[config.mk]
export PLATFORM = sky130hd
export DESIGN_NAME = slot_hp_evt
export DESIGN_NICKNAME = d
export VERILOG_FILES = /design/src/rtl/slot_hp_evt.sv
export SDC_FILE = /design/constraint.sdc
export NUM_CORES = 1
export LEC_CHECK = 0
export ABC_CLOCK_PERIOD_IN_PS = 3500
export BUFFER_PORTS_ARGS = -buffer_cell sky130_fd_sc_hd__buf_4
export CORE_MARGIN = 5
export CORE_UTILIZATION = 50
export CTS_BUF_LIST = sky130_fd_sc_hd__clkbuf_8 sky130_fd_sc_hd__clkbuf_16
export DETAILED_ROUTE_END_ITERATION = 16
export GPL_TIMING_DRIVEN = 0
export PLACE_DENSITY = 0.86
export SLEW_MARGIN = 10
export SYNTH_ARGS = -nofsm -noshare
export SYNTH_HDL_FRONTEND = slang
export SYNTH_SLANG_ARGS = --single-unit
export TNS_END_PERCENT = 5
[constraint.sdc]
create_clock -name clk -period 3.5 [get_ports clk]
set_input_delay 0.7 -clock clk [delete_from_list [all_inputs] [get_ports clk]]
set_output_delay 0.7 -clock clk [all_outputs]
set_load 0.005 [all_outputs]
[src/rtl/slot_hp_evt.sv]
module slot_hp_evt #(
  parameter int NSLOTS = 32,
  parameter int AW = 16,
  parameter logic [AW-1:0] HP_BASE = 'hAE00,
  parameter logic [AW-1:0] GPE_BASE = 'hAFE0,
  parameter int EVT_BIT = 1
) (
  input  logic                      clk,
  input  logic                      rst_n,
  input  logic                      io_wr,
  input  logic                      io_rd,
  input  logic [AW-1:0]             io_addr,
  input  logic [31:0]               io_wdata,
  output logic [31:0]               io_rdata,
  input  logic                      plug_valid,
  input  logic                      plug_insert,
  input  logic                      plug_cold,
  input  logic [$clog2(NSLOTS)-1:0] plug_slot,
  input  logic [NSLOTS-1:0]         fixed_slots,
  input  logic [NSLOTS-1:0]         occupied,
  output logic                      gpe_irq
);
  localparam logic [AW-1:0] A_UP = HP_BASE;
  localparam logic [AW-1:0] A_DN = HP_BASE + AW'(4);
  localparam logic [AW-1:0] A_EJ = HP_BASE + AW'(8);
  localparam logic [AW-1:0] A_RM = HP_BASE + AW'(12);
  localparam logic [AW-1:0] A_S0 = GPE_BASE;
  localparam logic [AW-1:0] A_S1 = GPE_BASE + AW'(1);
  localparam logic [AW-1:0] A_E0 = GPE_BASE + AW'(2);
  localparam logic [AW-1:0] A_E1 = GPE_BASE + AW'(3);
  localparam logic [7:0]    EVT_MASK = 8'(1 << EVT_BIT);

  logic [NSLOTS-1:0] present, pending, capable;
  logic [7:0] sts0, sts1, en0, en1;

  wire [NSLOTS-1:0] ej_val  = io_wdata[NSLOTS-1:0];
  wire              ej_wr   = io_wr && io_addr == A_EJ;
  wire [NSLOTS-1:0] ej_one  = ej_wr ? (ej_val & (~ej_val + NSLOTS'(1))) : '0;
  wire [NSLOTS-1:0] pl_one  = NSLOTS'(1) << plug_slot;
  wire [NSLOTS-1:0] ins_set = (plug_valid && plug_insert) ? pl_one : '0;
  wire [NSLOTS-1:0] rem_set = (plug_valid && !plug_insert) ? pl_one : '0;
  wire              hot_ev  = plug_valid && !(plug_insert && plug_cold);
  wire [7:0]        clr0    = (io_wr && io_addr == A_S0) ? io_wdata[7:0] : 8'h00;
  wire [7:0]        clr1    = (io_wr && io_addr == A_S1) ? io_wdata[7:0] : 8'h00;

  always_ff @(posedge clk) begin
    if (!rst_n) begin
      present <= occupied;
      pending <= '0;
      capable <= ~fixed_slots;
      sts0    <= 8'h00;
      sts1    <= 8'h00;
      en0     <= 8'h00;
      en1     <= 8'h00;
    end else begin
      present <= (present & ~(ej_one & ~fixed_slots)) | ins_set;
      pending <= (pending & ~ej_one) | rem_set;
      sts0    <= (sts0 & ~clr0) | (hot_ev ? EVT_MASK : 8'h00);
      sts1    <= sts1 & ~clr1;
      if (io_wr && io_addr == A_E0) en0 <= io_wdata[7:0];
      if (io_wr && io_addr == A_E1) en1 <= io_wdata[7:0];
    end
  end

  always_comb begin
    io_rdata = '0;
    if (io_rd) begin
      case (io_addr)
        A_UP:    io_rdata = 32'(present & capable);
        A_DN:    io_rdata = 32'(pending);
        A_RM:    io_rdata = 32'(capable);
        A_S0:    io_rdata = {24'h0, sts0};
        A_S1:    io_rdata = {24'h0, sts1};
        A_E0:    io_rdata = {24'h0, en0};
        A_E1:    io_rdata = {24'h0, en1};
        default: io_rdata = '0;
      endcase
    end
  end

  assign gpe_irq = sts0[EVT_BIT] & en0[EVT_BIT];
endmodule

# After elaboration in Yosys (flattened, before gate mapping)
# Cells that the tools add are included.
dict set report word_totals {
  reg_bits 128
  inputBits 124
  output_inout_bits 33
  elab_cells 54
}
dict set report classes {
  n_addsub 1
  n_eq_ne 8
  n_shift 1
  n_mux 9
  bitwise 17
  reduce_logical 11
}
# cell n
set ops {}
lappend ops {{$pmux 32 s7} 1}
lappend ops {{$and 32x32->32} 5}
lappend ops {{$mux 32} 5}
lappend ops {{$eq 16x16->1 const B} 8}
lappend ops {{$not 32->32} 4}
lappend ops {{$or 32x32->32} 2}
lappend ops {{$add 32x1->32 const B} 1}
lappend ops {{$shl 1x5->32 const A} 1}
lappend ops {{$and 8x8->8} 2}
lappend ops {{$mux 8} 2}
lappend ops {{$not 8->8} 2}
lappend ops {{$logic_and 1x1->1} 9}
lappend ops {{$or 8x2->8} 1}
lappend ops {{$logic_not 1->1} 2}
lappend ops {{$mux 2} 1}
lappend ops {{$and 1x1->1} 1}

# Depth between registers and ports, before layout
# Gate-level depths: netlist (run 1).
dict set report depth {
  ltp_word 9
  depth_mapped 8
  depth_no_buf 5
}

# Least setup slack after synthesis (run 1)
# OpenSTA, ideal clock, no wires.
dict set report synth_timing {
  path_type {input to output}
  start {input io_addr[5]}
  end {output io_rdata[0]}
  t_arrival_ns 2.370
  required_ns 2.800
  slack_ns 0.430
  cell_stages 5
  n_path_buf 0
  cell_sequence {or4_4 -> nor4_4 -> nor3b_4 -> a22oi_1 -> nor2_1}
}
dict set report synth_via {
  elab_chain_cells 3
}
# element line_no
set synth_lines {}
lappend synth_lines {{from (decl)} 12} ;# input logic [AW-1:0] io_addr,
lappend synth_lines {{$eq 16x16->1} 68} ;# case (io_addr)
lappend synth_lines {{$pmux 32 s7 (*)} 68}
lappend synth_lines {{$mux 32 (*)} 67} ;# if (io_rd) begin
lappend synth_lines {{to (decl)} 14} ;# output logic [31:0] io_rdata,
# Mark *: on every way between the ends. The rest lies on a longest branch, timed or not.

# Final worst setup path (run 1)
dict set report layout_timing {
  start {input io_addr[12]}
  end {output io_rdata[11]}
}
# Same word-level chain as after synthesis.

==> results of run 1 <==
[flip-flops by register name, summed over array words and instances (netlist names)]
signal   flops
present     32
capable     32
en0          8
pending     32
sts0         8
en1          8
sts1         8
[timing repair]
action                                  in CTS  in global routing
resized for setup                            5                  8
pin swaps                                    1                  0
endpoints found under the setup margin      27                 18
setup buffers                                1                  0
[placed cells by master, fill, tap and decap left out, types with 5 or more instances in the layout]
cell type	n
nor4_2	5
o21ai_1	22
a21o_1	7
edfxtp_1	32
dfxtp_1	96
nand3b_1	5
a31oi_1	7
buf_4	153
nor2b_1	8
nor3_1	17
nand4b_1	7
a32oi_1	29
o21ai_0	17
o22ai_1	23
nand3_1	17
clkbuf_16	17
clkbuf_2	7
nor4_1	10
inv_1	41
nand2b_1	24
a21oi_1	48
nand4_1	6
o211ai_1	11
clkinv_2	5
nand2_1	48
clkbuf_1	29
and3_1	5
mux4_2	8
o311ai_1	6
nor2_1	100
mux2_2	24
mux2i_1	17
[stage by stage]
step	TNS (ns)	cell area [sq um]	instances	setup slack, ns
detailed placement	-5.73	7990	1063	-0.347
CTS	0	8600	1096	0.0493
floorplan	0	6600	734	0.430
finish	0	8600	1096	0.0229
global route	-0.0110	8600	1096	-0.00657
global placement	-5.21	7960	1062	-0.323
[power groups by stage]
stage	clock network, W	logic [W]	registers (W)
2_1_floorplan	0	0.000201	0.00165
3_3_place_gp	0	0.000394	0.00165
3_5_place_dp	0	0.000406	0.00166
4_1_cts	0.00177	0.000411	0.00163
5_1_grt	0.00184	0.000449	0.00163
6_report	0.00178	0.000421	0.00163
[worst register-to-register path: cells and delay by family, from the launching register on]
kind             cells  cell delay [ns]
AND/OR/NAND/NOR      1             0.16
flip-flops           1             0.32
AO/OA/AOI/OAI        2             0.21
[metal layers]
| layer | share of wire [%] | up-vias |
|---|---|---|
| met5 | 0 | - |
| met4 | 4.9 | 0 |
| met3 | 12 | 111 |
| met2 | 46 | 490 |
| met1 | 37 | 3238 |
| li1 | - | 3077 |
[worst min path at each step]
stage | from | end
floorplan | sts1[0] | sts1[0]
global placement | sts0[4] | sts0[4]
detailed placement | sts1[4] | sts1[4]
CTS | sts1[4] | sts1[4]
global route | sts0[2] | sts0[2]
finish | sts1[6] | sts1[6]
[logic make-up (layout without fill, tap and decap cells)]
family	after synthesis	after routing	synth area share [%]
simple gates	279	279	22.4
compound gates	197	197	19.8
flops	128	128	43.7
buf+inv	81	267	4.76
mux	49	49	9.40
[final cells by class]
type                            instances  area (sq um)
Tap cell                              176           220
Clock buffer                           18           439
Fill cell                            1030          4480
Inverter                               39           146
Clock inverter                         14           150
Timing Repair Buffer                  154          1180
Sequential cell                       128          2880
Buffer                                 42           178
Multi-Input combinational cell        525          3410
==> results.sh, run 1 <==
export IMPL_setup_violations=0
export IMPL_rsz0062_at_grt="true"
export IMPL_avgSynthCellArea_sq_um=8.99
export IMPL_syn_inst=734
export IMPL_p_switching_w=0.000927
export IMPL_hold_viol=0
export IMPL_min_period_ns=3.48
export IMPL_worstSetupPathType="input pin to output pin"
export IMPL_maxSlewHeadroom_pct=22.6
export IMPL_grt_pass1_vias=6848
export IMPL_die_height_um=125
export IMPL_fmax_mhz=288
export IMPL_synthMostInstantiatedCell="nor2_1"
export IMPL_synth_top_area_share_pct=29.1
export IMPL_fin_skew_ns=0
export IMPL_clk_pin_slew_ns=0.05
export IMPL_gp_congestion=0.990
export IMPL_crit_family="simple AND/OR/NAND/NOR gates"
export IMPL_p_sw_share_pct=24.2
export IMPL_r2r_start="present[26]"
export IMPL_p_int_w=0.00291
export IMPL_grt_met3_usage_pct=8.92
export IMPL_grt_max_degree=25
export IMPL_cts_max_path_buffers=2
export IMPL_grt_use_met1_pct=36.2
export IMPL_ys_top_cells_by_count="nor2_1 (101), dfxtp_1 (96), a21oi_1 (48), nand2_1 (48), inv_1 (38)"
export IMPL_synth_nets=858
export IMPL_final_net_count=1031
export IMPL_synth_area_leaders="dfxtp_1 (29%), edfxtp_1 (15%), nor2_1 (5.7%)"
export IMPL_netlist_area_sq_um=6600
export IMPL_insertion_delay_ns=0.42
export IMPL_worst_slew_pin_slew_ns=1.15
export IMPL_postCtsHoldBufs=0
export IMPL_rrSetupSlack_ns=2.65
export IMPL_slowest_stage="or4bb_1"
export IMPL_crit_start="io_addr[12]"
export IMPL_p_seq_share_pct=42.5
export IMPL_io_pin_count=157
export IMPL_reg2regPathDepth=3
export IMPL_utilization_pct=65.7
export IMPL_numCtsBuffers=17
export IMPL_firstDrtPassIters=5
export IMPL_clock_sinks=128
export IMPL_dr_total_vias=6916
export IMPL_area_growth_pct=30.4
export IMPL_drc=0
export IMPL_finalPower_w=0.00383
export IMPL_slowest_delay_ns=0.57
export IMPL_ys_ff_latch=128
export IMPL_maxCapViolCount=0
export IMPL_reg2reg_to="present[26]"
export IMPL_post_drt_wl_per_cell_um=21.2
export IMPL_die_w_um=125
export IMPL_hold_depth=2
export IMPL_critPathMaxFanout=10
export IMPL_grt_pass1_wl_mm=36.0
export IMPL_core_area_sq_um=13100
export IMPL_synth_ff_type="dfxtp_1"
export IMPL_ir_drop_mv=0.335
export IMPL_end_kind="output pin"
export IMPL_fin_crit_sh_pct=99.3
export IMPL_gr_total_overflow=0
export IMPL_detail_route_antenna_nets=0
export IMPL_root_buffer="clkbuf_16"
export IMPL_fp_dieArea_sq_um=15600
export IMPL_diodes=0
export IMPL_min_path_type="flip-flop to flip-flop"
export IMPL_cp_common_cell="buf_4"
export IMPL_setup_worst_path_end="io_rdata[11]"
export IMPL_timing_hold_ws_ns=0.442
export IMPL_place_port_buffers=152
export IMPL_first_iter_violations=1007
export IMPL_cp_depth=8
export IMPL_worstPathCellList="buf_4, or4bb_1, nor2_2, buf_2, nand3_2, clkbuf_2, nor2_1, buf_4"
export IMPL_cts_tree="yes"
export IMPL_start_kind="input pin"
export IMPL_dpl_hpwl_mm=16.7
export IMPL_cp_buffers_inverters=4
export IMPL_leakagePower_nw=3.39
export IMPL_required_ns=2.80
export IMPL_drt_total_wl_mm=23.2
export IMPL_via_per_inst=6.31
export IMPL_antenna_found_initial=0
export IMPL_synth_warnings=0
export IMPL_met2_usage_pct=45.7
export IMPL_synth_top_area_cell="dfxtp_1"
export IMPL_p_per_area_nw_per_um2=445
export IMPL_drv_slew=0
export IMPL_yosysUniqueCellTypes=62
export IMPL_rows=42
export IMPL_cts_max_level=4
export IMPL_worstPathArrival_ns=2.78
export IMPL_start_util_pct=50.4
export IMPL_ys_seq_area_share_pct=43.7
export IMPL_status="complete, no violations"
export IMPL_async_reset_ff_share_pct=0
export IMPL_p_comb_share_pct=11.0
export IMPL_p_clk_share_pct=46.5
export IMPL_gr_usage_all_layers_pct=29.0
export IMPL_layout_drive_gt1_share_pct=27.1
export IMPL_grt_busiest_layer="met2"
export IMPL_synth_edf_count=32
Power figures use the tool's default switching activity.
==> run 2, diff against run 1 <==
Settings changed: ABC_CLOCK_PERIOD_IN_PS 3500 to unset, CORE_MARGIN 5 to unset, CORE_UTILIZATION 50 to 41, PLACE_DENSITY 0.86 to 0.75.
==> results.sh, run 2 (same netlist as run 1, synthesis figures left out) <==
export IMPL_status="complete, no violations"
export IMPL_fin_skew_ns=0
export IMPL_p_comb_share_pct=10.8
export IMPL_clock_sinks=128
export IMPL_hold_viol=0
export IMPL_grt_pass1_vias=6376
export IMPL_antenna_found_initial=0
export IMPL_dr_total_vias=6713
export IMPL_core_area_sq_um=15800
export IMPL_via_per_inst=5.91
export IMPL_min_period_ns=3.48
export IMPL_required_ns=2.80
export IMPL_maxCapViolCount=0
export IMPL_detail_route_antenna_nets=0
export IMPL_worstPathArrival_ns=2.78
export IMPL_worst_slew_pin_slew_ns=1.15
export IMPL_area_growth_pct=31.5
export IMPL_root_buffer="clkbuf_16"
export IMPL_timing_hold_ws_ns=0.440
export IMPL_io_pin_count=157
export IMPL_layout_commonest_cell="buf_4"
export IMPL_hold_end="sts0[7]"
export IMPL_dp_cells=1103
export IMPL_die_w_um=129
export IMPL_firstDrtPassIters=5
export IMPL_p_int_w=0.00292
export IMPL_p_clk_share_pct=47.2
export IMPL_final_net_count=1031
export IMPL_reg2regPathDepth=3
export IMPL_gr_usage_all_layers_pct=28.1
export IMPL_worstPathCellList="buf_4, or4bb_1, nor2_1, clkbuf_4, nand3_2, clkbuf_4, nor2_1, buf_4"
export IMPL_fin_area_sq_um=8680
export IMPL_setup_violations=0
export IMPL_cts_tree="yes"
export IMPL_ir_drop_mv=0.421
export IMPL_place_area_sq_um=8030
export IMPL_critPathMaxFanout=10
export IMPL_clk_pin_slew_ns=0.05
export IMPL_worstSetupPathType="input pin to output pin"
export IMPL_rsz0062_at_grt="true"
export IMPL_fmax_mhz=288
export IMPL_diodes=0
export IMPL_leakagePower_nw=3.40
export IMPL_post_drt_wl_per_cell_um=20.4
export IMPL_fp_dieArea_sq_um=16600
export IMPL_maxSlewHeadroom_pct=22.6
export IMPL_slowest_delay_ns=0.56
export IMPL_postCtsHoldBufs=0
export IMPL_dpl_hpwl_mm=16.8
export IMPL_rows=46
export IMPL_drc=0
export IMPL_p_seq_share_pct=42.0
export IMPL_insertion_delay_ns=0.43
export IMPL_start_util_pct=41.9
export IMPL_r2r_start="present[10]"
export IMPL_die_height_um=129
export IMPL_drv_slew=0
export IMPL_top_regs="capable: 32 flops, pending: 32 flops, present: 32 flops"
export IMPL_reg2reg_to="present[10]"
export IMPL_p_sw_share_pct=24.7
export IMPL_min_delay_start="sts0[7]"
export IMPL_rrSetupSlack_ns=2.70
export IMPL_cts_max_level=4
export IMPL_start_kind="input pin"
export IMPL_drt_total_wl_mm=23.1
export IMPL_layout_drive_gt1_share_pct=27.3
export IMPL_end_kind="output pin"
export IMPL_final_cells=1136
export IMPL_gr_total_overflow=0
export IMPL_first_iter_violations=803
export IMPL_fin_crit_sh_pct=99.3
export IMPL_p_per_area_nw_per_um2=446
export IMPL_numCtsBuffers=17
export IMPL_place_port_buffers=152
export IMPL_cts_max_path_buffers=2
export IMPL_hold_depth=2
export IMPL_slowest_stage="or4bb_1"
export IMPL_final_cell_mix="buf_4 (153), nor2_1 (101), dfxtp_1 (96)"
export IMPL_min_path_type="flip-flop to flip-flop"
export IMPL_grt_max_degree=31
export IMPL_gp_congestion=0.929
export IMPL_fin_tns_setup_ns=0
export IMPL_grt_pass1_wl_mm=34.7
export IMPL_p_switching_w=0.000956
## run 2: changes by cell type in the layout (fill, tap and decap cells not counted), moves of 2 or more
| cell | previous run | this run |
|---|---|---|
| bufinv_16 | 3 | 0 |
| clkbuf_16 | 17 | 22 |
| clkbuf_4 | 0 | 2 |
| clkinv_2 | 5 | 3 |
| clkinvlp_4 | 2 | 0 |
| inv_1 | 41 | 38 |
| inv_4 | 0 | 5 |
## run 2: power groups by stage
stage | combinational [W] | clock, W | sequential, W
floorplan | 0.000201 | 0 | 0.00165
global placement | 0.000402 | 0 | 0.00165
detailed placement | 0.000408 | 0 | 0.00166
CTS | 0.000411 | 0.00182 | 0.00162
global route | 0.000448 | 0.00189 | 0.00163
finish | 0.000419 | 0.00183 | 0.00163
## run 2: through the flow
| stage | power (W) | utilization (%) | worst slack (ns) |
|---|---|---|---|
| detailed placement | 0.00206 | 50.9 | -0.336 |
| CTS | 0.00386 | 55.0 | 0.0422 |
| finish | 0.00387 | 55.0 | 0.0229 |
| global placement | 0.00206 | 50.8 | -0.333 |
| global route | 0.00397 | 55.0 | -0.0444 |
| floorplan | 0.00185 | - | 0.430 |
## run 2: layout make-up
cell class              instances  area, sq um
fillers                      1443         7090
multi-input cells             525         3410
flip-flops and latches        128         2880
repair buffers                154         1170
clock buffers                  23          564
well taps                     216          270
plain buffers                  42          183
inverters                      39          146
clock inverters                 9         55.1
## run 2: routing by layer
metal	wire, um	global-route usage, %
met5	0	0
met1	9390	36.0
met2	10600	44.1
met4	925	13.4
met3	2190	7.61
## run 2: how the worst max path moves through the flow
| stage | start | end | slack [ns] | depth (start not counted) |
|---|---|---|---|---|
| floorplan | io_addr[5] | io_rdata[0] | 0.43 | 5 |
| global placement | io_addr[12] | io_rdata[11] | -0.33 | 8 |
| detailed placement | io_addr[12] | io_rdata[11] | -0.34 | 8 |
| CTS | io_addr[3] | io_rdata[26] | 0.04 | 7 |
| global route | io_addr[12] | io_rdata[11] | -0.04 | 8 |
| finish | io_addr[12] | io_rdata[11] | 0.02 | 8 |
## run 2: timing repair
item	in CTS	in global routing
setup endpoints to repair	27	20
pin swaps	1	0
gates resized for setup	5	9
buffers inserted	1	0
## run 2: worst max-delay path, delay by kind of cell
kind                   cells  cell delay (ns)
buffers and inverters      4             0.82
AND/OR/NAND/NOR            4             1.26
